[src/rtl/ddr_rdseq_pkg.sv]
package ddr_rdseq_pkg;

    // Command encoding {cs_n, ras_n, cas_n, we_n}
    typedef enum logic [3:0] {
        CMD_NOP   = 4'b0111,
        CMD_READ  = 4'b0101,
        CMD_WRITE = 4'b0100,
        CMD_BST   = 4'b0110,
        CMD_PRE   = 4'b0010
    } ddr_cmd_e;

    typedef enum logic [1:0] {
        S_IDLE  = 2'd0,
        S_COUNT = 2'd1,
        S_LAST  = 2'd2
    } seq_state_e;

    localparam int MAX_PAIRS = 4;

endpackage

[src/rtl/ddr_rdseq_len.sv]
module ddr_rdseq_len
    import ddr_rdseq_pkg::*;
#(
    parameter int PAIR_W = 3,
    parameter int CNT_W  = 3
) (
    input  logic [1:0]        cfg_bl,
    input  logic [PAIR_W-1:0] req_pairs,
    input  logic              req_close,
    input  logic              req_autopre,
    output logic [CNT_W-1:0]  eff_pairs,
    output ddr_cmd_e          trail
);

    logic [CNT_W-1:0] full_pairs;

    always_comb begin
        unique case (cfg_bl)
            2'd1:    full_pairs = CNT_W'(1);
            2'd2:    full_pairs = CNT_W'(2);
            default: full_pairs = CNT_W'(MAX_PAIRS);
        endcase

        if (req_autopre || req_pairs == '0 || 32'(req_pairs) > 32'(full_pairs))
            eff_pairs = full_pairs;
        else
            eff_pairs = CNT_W'(req_pairs);

        if (req_autopre)
            trail = CMD_NOP;
        else if (req_close)
            trail = CMD_PRE;
        else if (eff_pairs < full_pairs)
            trail = CMD_BST;
        else
            trail = CMD_NOP;
    end

endmodule

[src/rtl/ddr_rdseq_fsm.sv]
module ddr_rdseq_fsm
    import ddr_rdseq_pkg::*;
#(
    parameter int CNT_W = 3
) (
    input  logic             clk,
    input  logic             rst_n,
    input  logic             req_valid,
    input  logic             req_write,
    input  logic [CNT_W-1:0] eff_pairs,
    output logic             ready,
    output logic             acc_rd,
    output logic             acc_wr,
    output logic             fire_trail
);

    seq_state_e       state_q, state_d;
    logic [CNT_W-1:0] cnt_q, cnt_d;

    always_ff @(posedge clk) begin
        if (!rst_n) begin
            state_q <= S_IDLE;
            cnt_q   <= '0;
        end else begin
            state_q <= state_d;
            cnt_q   <= cnt_d;
        end
    end

    always_comb begin
        ready      = (state_q == S_IDLE) || !req_write;
        acc_rd     = req_valid && !req_write;
        acc_wr     = req_valid && req_write && (state_q == S_IDLE);
        fire_trail = 1'b0;
        state_d    = state_q;
        cnt_d      = cnt_q;

        unique case (state_q)
            S_IDLE: begin
                if (acc_rd) begin            // start
                    state_d = S_COUNT;
                    cnt_d   = eff_pairs;
                end
            end
            S_COUNT: begin
                if (acc_rd) begin            // restart
                    cnt_d = eff_pairs;
                end else if (cnt_q == CNT_W'(1)) begin  // expire
                    state_d    = S_LAST;
                    cnt_d      = '0;
                    fire_trail = 1'b1;
                end else begin
                    cnt_d = cnt_q - CNT_W'(1);
                end
            end
            S_LAST: begin
                if (acc_rd) begin            // restart
                    state_d = S_COUNT;
                    cnt_d   = eff_pairs;
                end else begin               // release
                    state_d = S_IDLE;
                end
            end
            default: begin
                state_d = S_IDLE;
                cnt_d   = '0;
            end
        endcase
    end

endmodule

[src/rtl/ddr_rdseq_cmdgen.sv]
module ddr_rdseq_cmdgen
    import ddr_rdseq_pkg::*;
#(
    parameter int BA_W   = 2,
    parameter int COL_W  = 10,
    parameter int ADDR_W = 13,
    parameter int AP_BIT = 10
) (
    input  logic              clk,
    input  logic              rst_n,
    input  logic              acc_rd,
    input  logic              acc_wr,
    input  logic              fire_trail,
    input  ddr_cmd_e          trail_in,
    input  logic [BA_W-1:0]   req_bank,
    input  logic [COL_W-1:0]  req_col,
    input  logic              req_autopre,
    output ddr_cmd_e          cmd_q,
    output logic [BA_W-1:0]   bank_q,
    output logic [ADDR_W-1:0] addr_q
);

    ddr_cmd_e          trail_q;
    logic [BA_W-1:0]   tbank_q;
    logic [ADDR_W-1:0] col_addr;

    always_comb begin
        col_addr              = '0;
        col_addr[COL_W-1:0]   = req_col;
        col_addr[AP_BIT]      = req_autopre;
    end

    always_ff @(posedge clk) begin
        if (!rst_n) begin
            cmd_q   <= CMD_NOP;
            bank_q  <= '0;
            addr_q  <= '0;
            trail_q <= CMD_NOP;
            tbank_q <= '0;
        end else begin
            if (acc_rd) begin
                cmd_q   <= CMD_READ;
                bank_q  <= req_bank;
                addr_q  <= col_addr;
                trail_q <= trail_in;
                tbank_q <= req_bank;
            end else if (acc_wr) begin
                cmd_q  <= CMD_WRITE;
                bank_q <= req_bank;
                addr_q <= col_addr;
            end else if (fire_trail) begin
                cmd_q  <= trail_q;
                bank_q <= tbank_q;
                addr_q <= '0;
            end else begin
                cmd_q  <= CMD_NOP;
                bank_q <= '0;
                addr_q <= '0;
            end
        end
    end

endmodule

[src/rtl/ddr_rdseq.sv]
module ddr_rdseq
    import ddr_rdseq_pkg::*;
#(
    parameter int BA_W   = 2,
    parameter int COL_W  = 10,
    parameter int ADDR_W = 13,
    parameter int AP_BIT = 10,
    parameter int PAIR_W = 3
) (
    input  logic              clk,
    input  logic              rst_n,
    input  logic [1:0]        cfg_bl,
    input  logic              req_valid,
    input  logic              req_write,
    input  logic [BA_W-1:0]   req_bank,
    input  logic [COL_W-1:0]  req_col,
    input  logic [PAIR_W-1:0] req_pairs,
    input  logic              req_close,
    input  logic              req_autopre,
    output logic              req_ready,
    output logic [3:0]        cmd,
    output logic [BA_W-1:0]   cmd_bank,
    output logic [ADDR_W-1:0] cmd_addr
);

    localparam int CNT_W = $clog2(MAX_PAIRS + 1);

    logic [CNT_W-1:0] eff_pairs;
    ddr_cmd_e         trail;
    ddr_cmd_e         cmd_q;
    logic             acc_rd, acc_wr, fire_trail;

    ddr_rdseq_len #(.PAIR_W(PAIR_W), .CNT_W(CNT_W)) u_len (
        .cfg_bl      (cfg_bl),
        .req_pairs   (req_pairs),
        .req_close   (req_close),
        .req_autopre (req_autopre),
        .eff_pairs   (eff_pairs),
        .trail       (trail)
    );

    ddr_rdseq_fsm #(.CNT_W(CNT_W)) u_fsm (
        .clk        (clk),
        .rst_n      (rst_n),
        .req_valid  (req_valid),
        .req_write  (req_write),
        .eff_pairs  (eff_pairs),
        .ready      (req_ready),
        .acc_rd     (acc_rd),
        .acc_wr     (acc_wr),
        .fire_trail (fire_trail)
    );

    ddr_rdseq_cmdgen #(
        .BA_W(BA_W), .COL_W(COL_W), .ADDR_W(ADDR_W), .AP_BIT(AP_BIT)
    ) u_cmd (
        .clk         (clk),
        .rst_n       (rst_n),
        .acc_rd      (acc_rd),
        .acc_wr      (acc_wr),
        .fire_trail  (fire_trail),
        .trail_in    (trail),
        .req_bank    (req_bank),
        .req_col     (req_col),
        .req_autopre (req_autopre),
        .cmd_q       (cmd_q),
        .bank_q      (cmd_bank),
        .addr_q      (cmd_addr)
    );

    assign cmd = cmd_q;

endmodule

[config.mk]
export PLATFORM = sky130hd
export DESIGN_NAME = ddr_rdseq
export DESIGN_NICKNAME = d
export VERILOG_FILES = /design/src/rtl/ddr_rdseq_pkg.sv /design/src/rtl/ddr_rdseq_len.sv /design/src/rtl/ddr_rdseq_fsm.sv /design/src/rtl/ddr_rdseq_cmdgen.sv /design/src/rtl/ddr_rdseq.sv
export SDC_FILE = /design/constraint.sdc
export NUM_CORES = 1
export LEC_CHECK = 0
export ABC_CLOCK_PERIOD_IN_PS = 3150
export CAP_MARGIN = 20
export CELL_PAD_IN_SITES_DETAIL_PLACEMENT = 1
export CELL_PAD_IN_SITES_GLOBAL_PLACEMENT = 1
export CORE_MARGIN = 2
export CORE_UTILIZATION = 44
export CTS_BUF_LIST = sky130_fd_sc_hd__clkbuf_16
export CTS_CLUSTER_DIAMETER = 100
export DETAILED_ROUTE_END_ITERATION = 10
export DONT_BUFFER_PORTS = 1
export PLACE_DENSITY = 0.73
export SLEW_MARGIN = 30
export SYNTH_ARGS = -nofsm -noshare
export SYNTH_HDL_FRONTEND = slang
export SYNTH_SLANG_ARGS = --single-unit
export TNS_END_PERCENT = 100
[constraint.sdc]
create_clock -name clk -period 3.15 [get_ports clk]
set_clock_uncertainty 0.05 [all_clocks]
set_input_delay 0.63 -clock clk [delete_from_list [all_inputs] [get_ports clk]]
set_output_delay 0.63 -clock clk [all_outputs]
set_load 0.01 [all_outputs]
Word-level counts from Yosys, hierarchy flattened
Index checks and enable logic that the tools add are counted.
{ "word_totals": {"regBits": 30, "input_bits": 23, "output_inout_bits": 20} }
{ "op_classes": {"n_lt_le_gt_ge": 2, "n_reduce_logical": 13, "bitwise": 2, "n_mux": 25, "eq_ne": 9, "addsub": 1} }
{ "op_table": {"columns": ["cell", "n"], "rows": [
  ["$mux W11", 2],
  ["$mux W2", 9],
  ["$mux W3", 4],
  ["$pmux W3 S2", 2],
  ["$mux W4", 2],
  ["$pmux W2 S3", 1],
  ["$mux W1", 5],
  ["$eq A2 B1 Y1 const B", 2],
  ["$eq A2 B2 Y1 const B", 2],
  ["$ne A2 B1 Y1 const B", 2],
  ["$ne A2 B2 Y1 const B", 2],
  ["$reduce_or A2 Y1", 2],
  ["$reduce_or A4 Y1", 1],
  ["$eq A3 B1 Y1 const B", 1],
  ["$gt A3 B3 Y1", 1],
  ["$logic_and A1 B1 Y1", 3],
  ["$logic_not A3 Y1", 1],
  ["$logic_or A1 B1 Y1", 3],
  ["$lt A3 B3 Y1", 1],
  ["$reduce_and A3 Y1", 1],
  ["$sub A3 B1 Y3 const B", 1],
  ["$logic_not A2 Y1", 1],
  ["$not A1 Y1", 2],
  ["$logic_not A1 Y1", 1]
]} }

Longest topological paths before layout
{ "depth": {"word_depth": 9, "depth_mapped": 13} }

Cells and area by module
From an unflattened synthesis, not the netlist that was laid out.
{ "unflattened": {"hier_cells": 141, "hier_area_um2": 1331.3} }
{ "by_module_without_submodules": {"columns": ["mod", "area_per_inst_um2", "cells_per_inst", "seq_area_each_um2", "n_inst"], "rows": [
  ["ddr_rdseq_cmdgen", 767.0, 68, 460.4, 1],
  ["ddr_rdseq_fsm", 319.1, 39, 100.1, 1],
  ["ddr_rdseq_len", 245.2, 34, 0.0, 1]
]} }

Least setup slack after synthesis
Ideal clock, no wire load.
{ "synth_path": {"kind": "input to register", "startpoint": "input cfg_bl[0]", "endpoint": "register u_cmd.trail_q[0]", "setup_ns": 0.136, "slack_ns": 0.174, "path_buffers": 0, "arrival_ns": 2.791, "cell_stages": 11, "cell_sequence": "inv_1 -> ha_1 -> inv_1 -> ha_1 -> or2_2 -> a21oi_2 -> o32ai_2 -> a22o_1 -> ha_1 -> a2111oi_4 -> o211ai_2"} }
{ "synth_via": {"elab_chain_cells": 9, "elab_cells_between_ends": 10, "classes_between": "order compare: 2; eq/ne: 2; mux: 5; reduce/logical: 1"} }
{ "synth_rtl": {"columns": ["element", "line_no", "rtl"], "rows": [
  ["start, declared", "ddr_rdseq.sv:12", "input logic [1:0] cfg_bl,"],
  ["$eq A2 B2 Y1 or $eq A2 B1 Y1 (tied branches)", "ddr_rdseq_len.sv:18", "unique case (cfg_bl)"],
  ["$pmux W3 S2 *", "ddr_rdseq_len.sv:18", null],
  ["$gt A3 B3 Y1", "ddr_rdseq_len.sv:24", "if (req_autopre || req_pairs == '0 || 32'(req_pairs) > 32'(full_pairs))"],
  ["$logic_or A1 B1 Y1", "ddr_rdseq_len.sv:24", null],
  ["$mux W3", "ddr_rdseq_len.sv:24", null],
  ["$lt A3 B3 Y1 *", "ddr_rdseq_len.sv:33", "else if (eff_pairs < full_pairs)"],
  ["$mux W1 *", "ddr_rdseq_len.sv:33", null],
  ["$mux W4 *", "ddr_rdseq_len.sv:31", "else if (req_close)"],
  ["$mux W4 *", "ddr_rdseq_len.sv:29", "if (req_autopre)"],
  ["end signal, assigned", "ddr_rdseq_cmdgen.sv:45", "trail_q <= trail_in;"],
  ["end, declared", "ddr_rdseq_cmdgen.sv:23", "ddr_cmd_e trail_q;"]
]} }
Every way passes the cells marked *; elsewhere a longest branch is shown, timed or not.
A chain may end at the register's enable or synchronous reset.

Worst setup path after layout
Ends and elaborated chain as after synthesis.

==> impl_summary.md <==
Clock network
The clock-pin slew on the worst setup and hold paths is around 60 ps. CTS built an H-tree with a depth of 1. The clock reaches the later pin of the worst-skew pair after ~260 ps. The total number of clock tree sinks is 25. Clock tree synthesis inserted a total of 3 buffers. The clock passes through at most 2 buffers. TritonCTS built the clock tree. Gates resized during post-CTS repair numbered 0.

Once the clock tree was built, the setup fixing pass inserted 0 buffers. In this run the clock root is driven by a clkbuf_16. The hold buffer count at CTS is 0.

STA
Hold is met by 390 ps. Setup repair after global routing left no endpoint under its margin. The worst pin sits at a relative slew slack of between 60% and 70%. The maximum clock frequency is between 300 and 400 MHz. The max-slew violation total from the final report came to 0. Dividing the final minimum period by the clock period gives around 90%. The transition at the pin with the smallest max-transition slack is approximately 590 ps. Subtracting the final worst setup slack from the clock period gives around 2900 ps. The number of failing hold endpoints at the final stage is 0. The number of endpoints failing setup at the final stage is 0.

Detailed routing
The overall via count from detail_route is just over 800. The average wire per cell in the routed design is approximately 15 um. The initial detailed-routing violation count is 13.

After detailed routing, no signal wire sits above met4. Detailed routing placed a total of around 160 um of wire on met3. The number of optimization iterations in the first detailed-route pass is 3. The total routed wire length on the met1 layer is ~910 um.

The count of nets left with antenna violations once routing finished came out at 0. The average vias per placed instance is about 5.5. The total length of routed met2 wires is ~1200 um.

The total routed wirelength is between 2000 and 2500 um. The DRC violation count after routing is 0.

Synth
In this run, synthesis inferred 0 flip-flops with an integrated enable. The most frequent cell after synthesis is dfxtp_1. The post-synthesis cell count is around 120. After synthesis the cells add up to approximately 1200 um2. Ranked by instance count, the synthesized netlist is headed by 25 x dfxtp_1, 11 x and2_1, 10 x inv_1, 10 x nand2_1, 9 x ha_1. The share of async-settable or async-resettable flops after synthesis is 0%. The average instance in the mapped netlist occupies 9.55 um2.

The top cell type's share of synthesized area is 43.0%. The prevailing post-synth register cell is dfxtp_1. The biggest area consumer among synthesized cells is dfxtp_1.

In the post-synthesis netlist, the biggest area contributors are dfxtp_1 43%, ha_1 9.7%, and2_1 5.9%, a2111oi_4 4.7%, inv_1 3.2%. The number of warnings printed during yosys synthesis is 0. The sequential area share after synthesis is between 40% and 50%. The post-synthesis register bit count is 25. The synthesized netlist contains 34 unique library cells.

Setup path
Traced cell by cell, the critical path runs through inv_1, ha_1, inv_1, ha_1, or2_2, a21oi_2, o32ai_2, a22o_2, ha_1, o21ai_0, a21oi_1, o21ai_0, o211ai_2. The number of cells on the critical path is 13. The largest single stage delay on the critical path is slightly above 300 ps. The kind of start point of the critical path is an input pin. The maximum net fanout on the critical path is 4. By instance count, the cell type seen most on the critical path is ha_1.

The largest individual stage delay along the critical path comes from the cell or2_2. STA classifies the critical path endpoint as a register. The setup path with the least slack is of type input pin to register.

The depth of the worst register-to-register path is 5. In this design, the largest share of critical-path delay is due to compound AO/OA/AOI/OAI gates. STA puts the critical path data required time at around 3200 ps. The worst register-to-register path begins at u_fsm.cnt_q[1]. Counting both buffers and inverters, the worst setup path holds a total of 2.

In this run the worst setup path begins at cfg_bl[0]. The arrival time at the worst endpoint is 2970 ps.

Pwr
In this run the power spent charging and discharging nets is approximately 0.00018 W. The part of the total power dissipated in the clock network is 38.6%. The peak ir drop on the vdd network is 0.000384 V. The static leakage power is between 0.5 and 0.6 nW.

The internal power of the cells totals 0.000551 W. Of the total power, the share spent switching nets is about a quarter. The proportion of power drawn by combinational gates is ~14%. Per report_power, the sequential group accounts for 47.4% of the total. For this design the ratio of total power to cell area is ~590 nW/um2.

Min path
Along the worst hold path, the cell count comes to 1. The startpoint identified for the worst hold timing path is rst_n. The worst min-delay path category is input pin to register.

Placement
The HPWL after detailed placement is between 1500 and 2000 um. The number of buffers added on ports is 0. The global placer's final weighted congestion is about 0.72. Counting tap cells, the placed design contains a total of between 100 and 150 instances.

Global routing
The number of global-route vias before repair is 893. For this run the aggregate overflow at the end of global routing stands at 0. The global-route wire length before repair is around 4100 um. The number of antenna violations at the first check in global routing was 0.

The pin count of the biggest net entering global routing is 16. For this run, the total global-route usage over all layers was measured as between 15 and 20%.

Floorplanning
After floorplanning, the core was divided into 18 placement rows. In this run the standard cell core region covers 2500 um2. The die is around 55 um wide. For this design the top-level I/O count stands at 43. For this configuration, the core starts out at a cell density of about 47%.

The die covers between 3000 and 4000 um2. The vertical die dimension is about 55 um.

Final layout
The net count of the finished layout is roughly 150. The share of cells above drive strength 1 is 10.0%. From synthesis to final layout, the design area changed by 7.20%.

Fill cells in the final layout number between 200 and 300. The antenna cell count is 0. The post-layout utilization of the core is between 40 and 50%.

The final non-filler cell total is 150.

Job
The max-cap violation count is 0.

Run status
The flow ran to the end, and the final reports show no timing, DRC or antenna violations.
==> worst reg2reg max path, cell delays in order, from the launching register on <==
cell	delay [ps]
dfxtp_1	310
inv_1	70
ha_1	160
nand2b_1	100
or3b_1	410
or3_1	310
==> area by class of cell <==
class                           instances  area [um2]  area share [%]
Multi-Input combinational cell         81         591            47.3
Sequential cell                        25         500            40.1
Clock inverter                          1        7.51           0.601
Tap cell                               30        37.5            3.01
Clock buffer                            3        75.1            6.01
Inverter                               10        37.5            3.01
==> cells in the final DEF (no fill, tap or decap), drive strengths merged, types with 2 or more instances in the layout <==
master / n
and2: 11
a2111oi: 2
clkbuf: 3
nand2b: 2
a21boi: 2
nand3: 3
ha: 9
nor2b: 2
o21a: 2
o21ai: 7
nor2: 5
or2: 2
inv: 10
a21oi: 6
dfxtp: 25
conb: 3
a22o: 4
nand2: 10
==> per-layer routing <==
layer	global-route usage, %	vias up
met3	4.68	5
met1	17.9	387
li1	-	406
met2	29.4	33
met5	0	-
met4	9.41	0
==> power groups by stage <==
stage                     clock network [W]   logic, W  registers [W]
after CTS                          0.000286   0.000105       0.000347
after global placement                    0  0.0000976       0.000353
after global routing               0.000299   0.000117       0.000349
after floorplan                           0  0.0000926       0.000350
final                              0.000282   0.000102       0.000347
after detailed placement                  0   0.000103       0.000354
==> cell families (layout without fill, tap and decap cells) <==
group           after synthesis  count (layout)  share of synthesized area, %
other cells                   1               3                         0.322
buf+inv                      18              14                          6.98
fa+ha+maj                     9               9                          9.67
compound gates               30              30                          22.3
flops                        25              25                          43.0
simple gates                 39              39                          17.7
==> per-stage QoR <==
step	power, W	area (um2)	TNS [ps]	setup WS, ps
after floorplan	0.000442	1170	0	174
after global placement	0.000451	1170	0	65.4
after detailed placement	0.000458	1170	-10.1	-10.1
after CTS	0.000737	1250	0	247
after global routing	0.000765	1250	0	39.2
final	0.000731	1250	0	273
==> worst paths after layout <==
| path | endpoint | slack [ps] |
|---|---|---|
| max | u_cmd.trail_q[0] | 270 |
| min | u_cmd.trail_q[0] | 390 |
| max reg2reg | u_cmd.cmd_q[2] | 1610 |
| min reg2reg | u_cmd.cmd_q[2] | 410 |
==> registers in the layout (all words and copies together), names as in the netlist <==
name / count
u_cmd.bank_q: 2
u_cmd.tbank_q: 2
u_fsm.cnt_q: 3
u_cmd.cmd_q: 3
u_cmd.trail_q: 2
u_fsm.state_q: 2
u_cmd.addr_q: 11
Power figures use the tool's default switching activity.
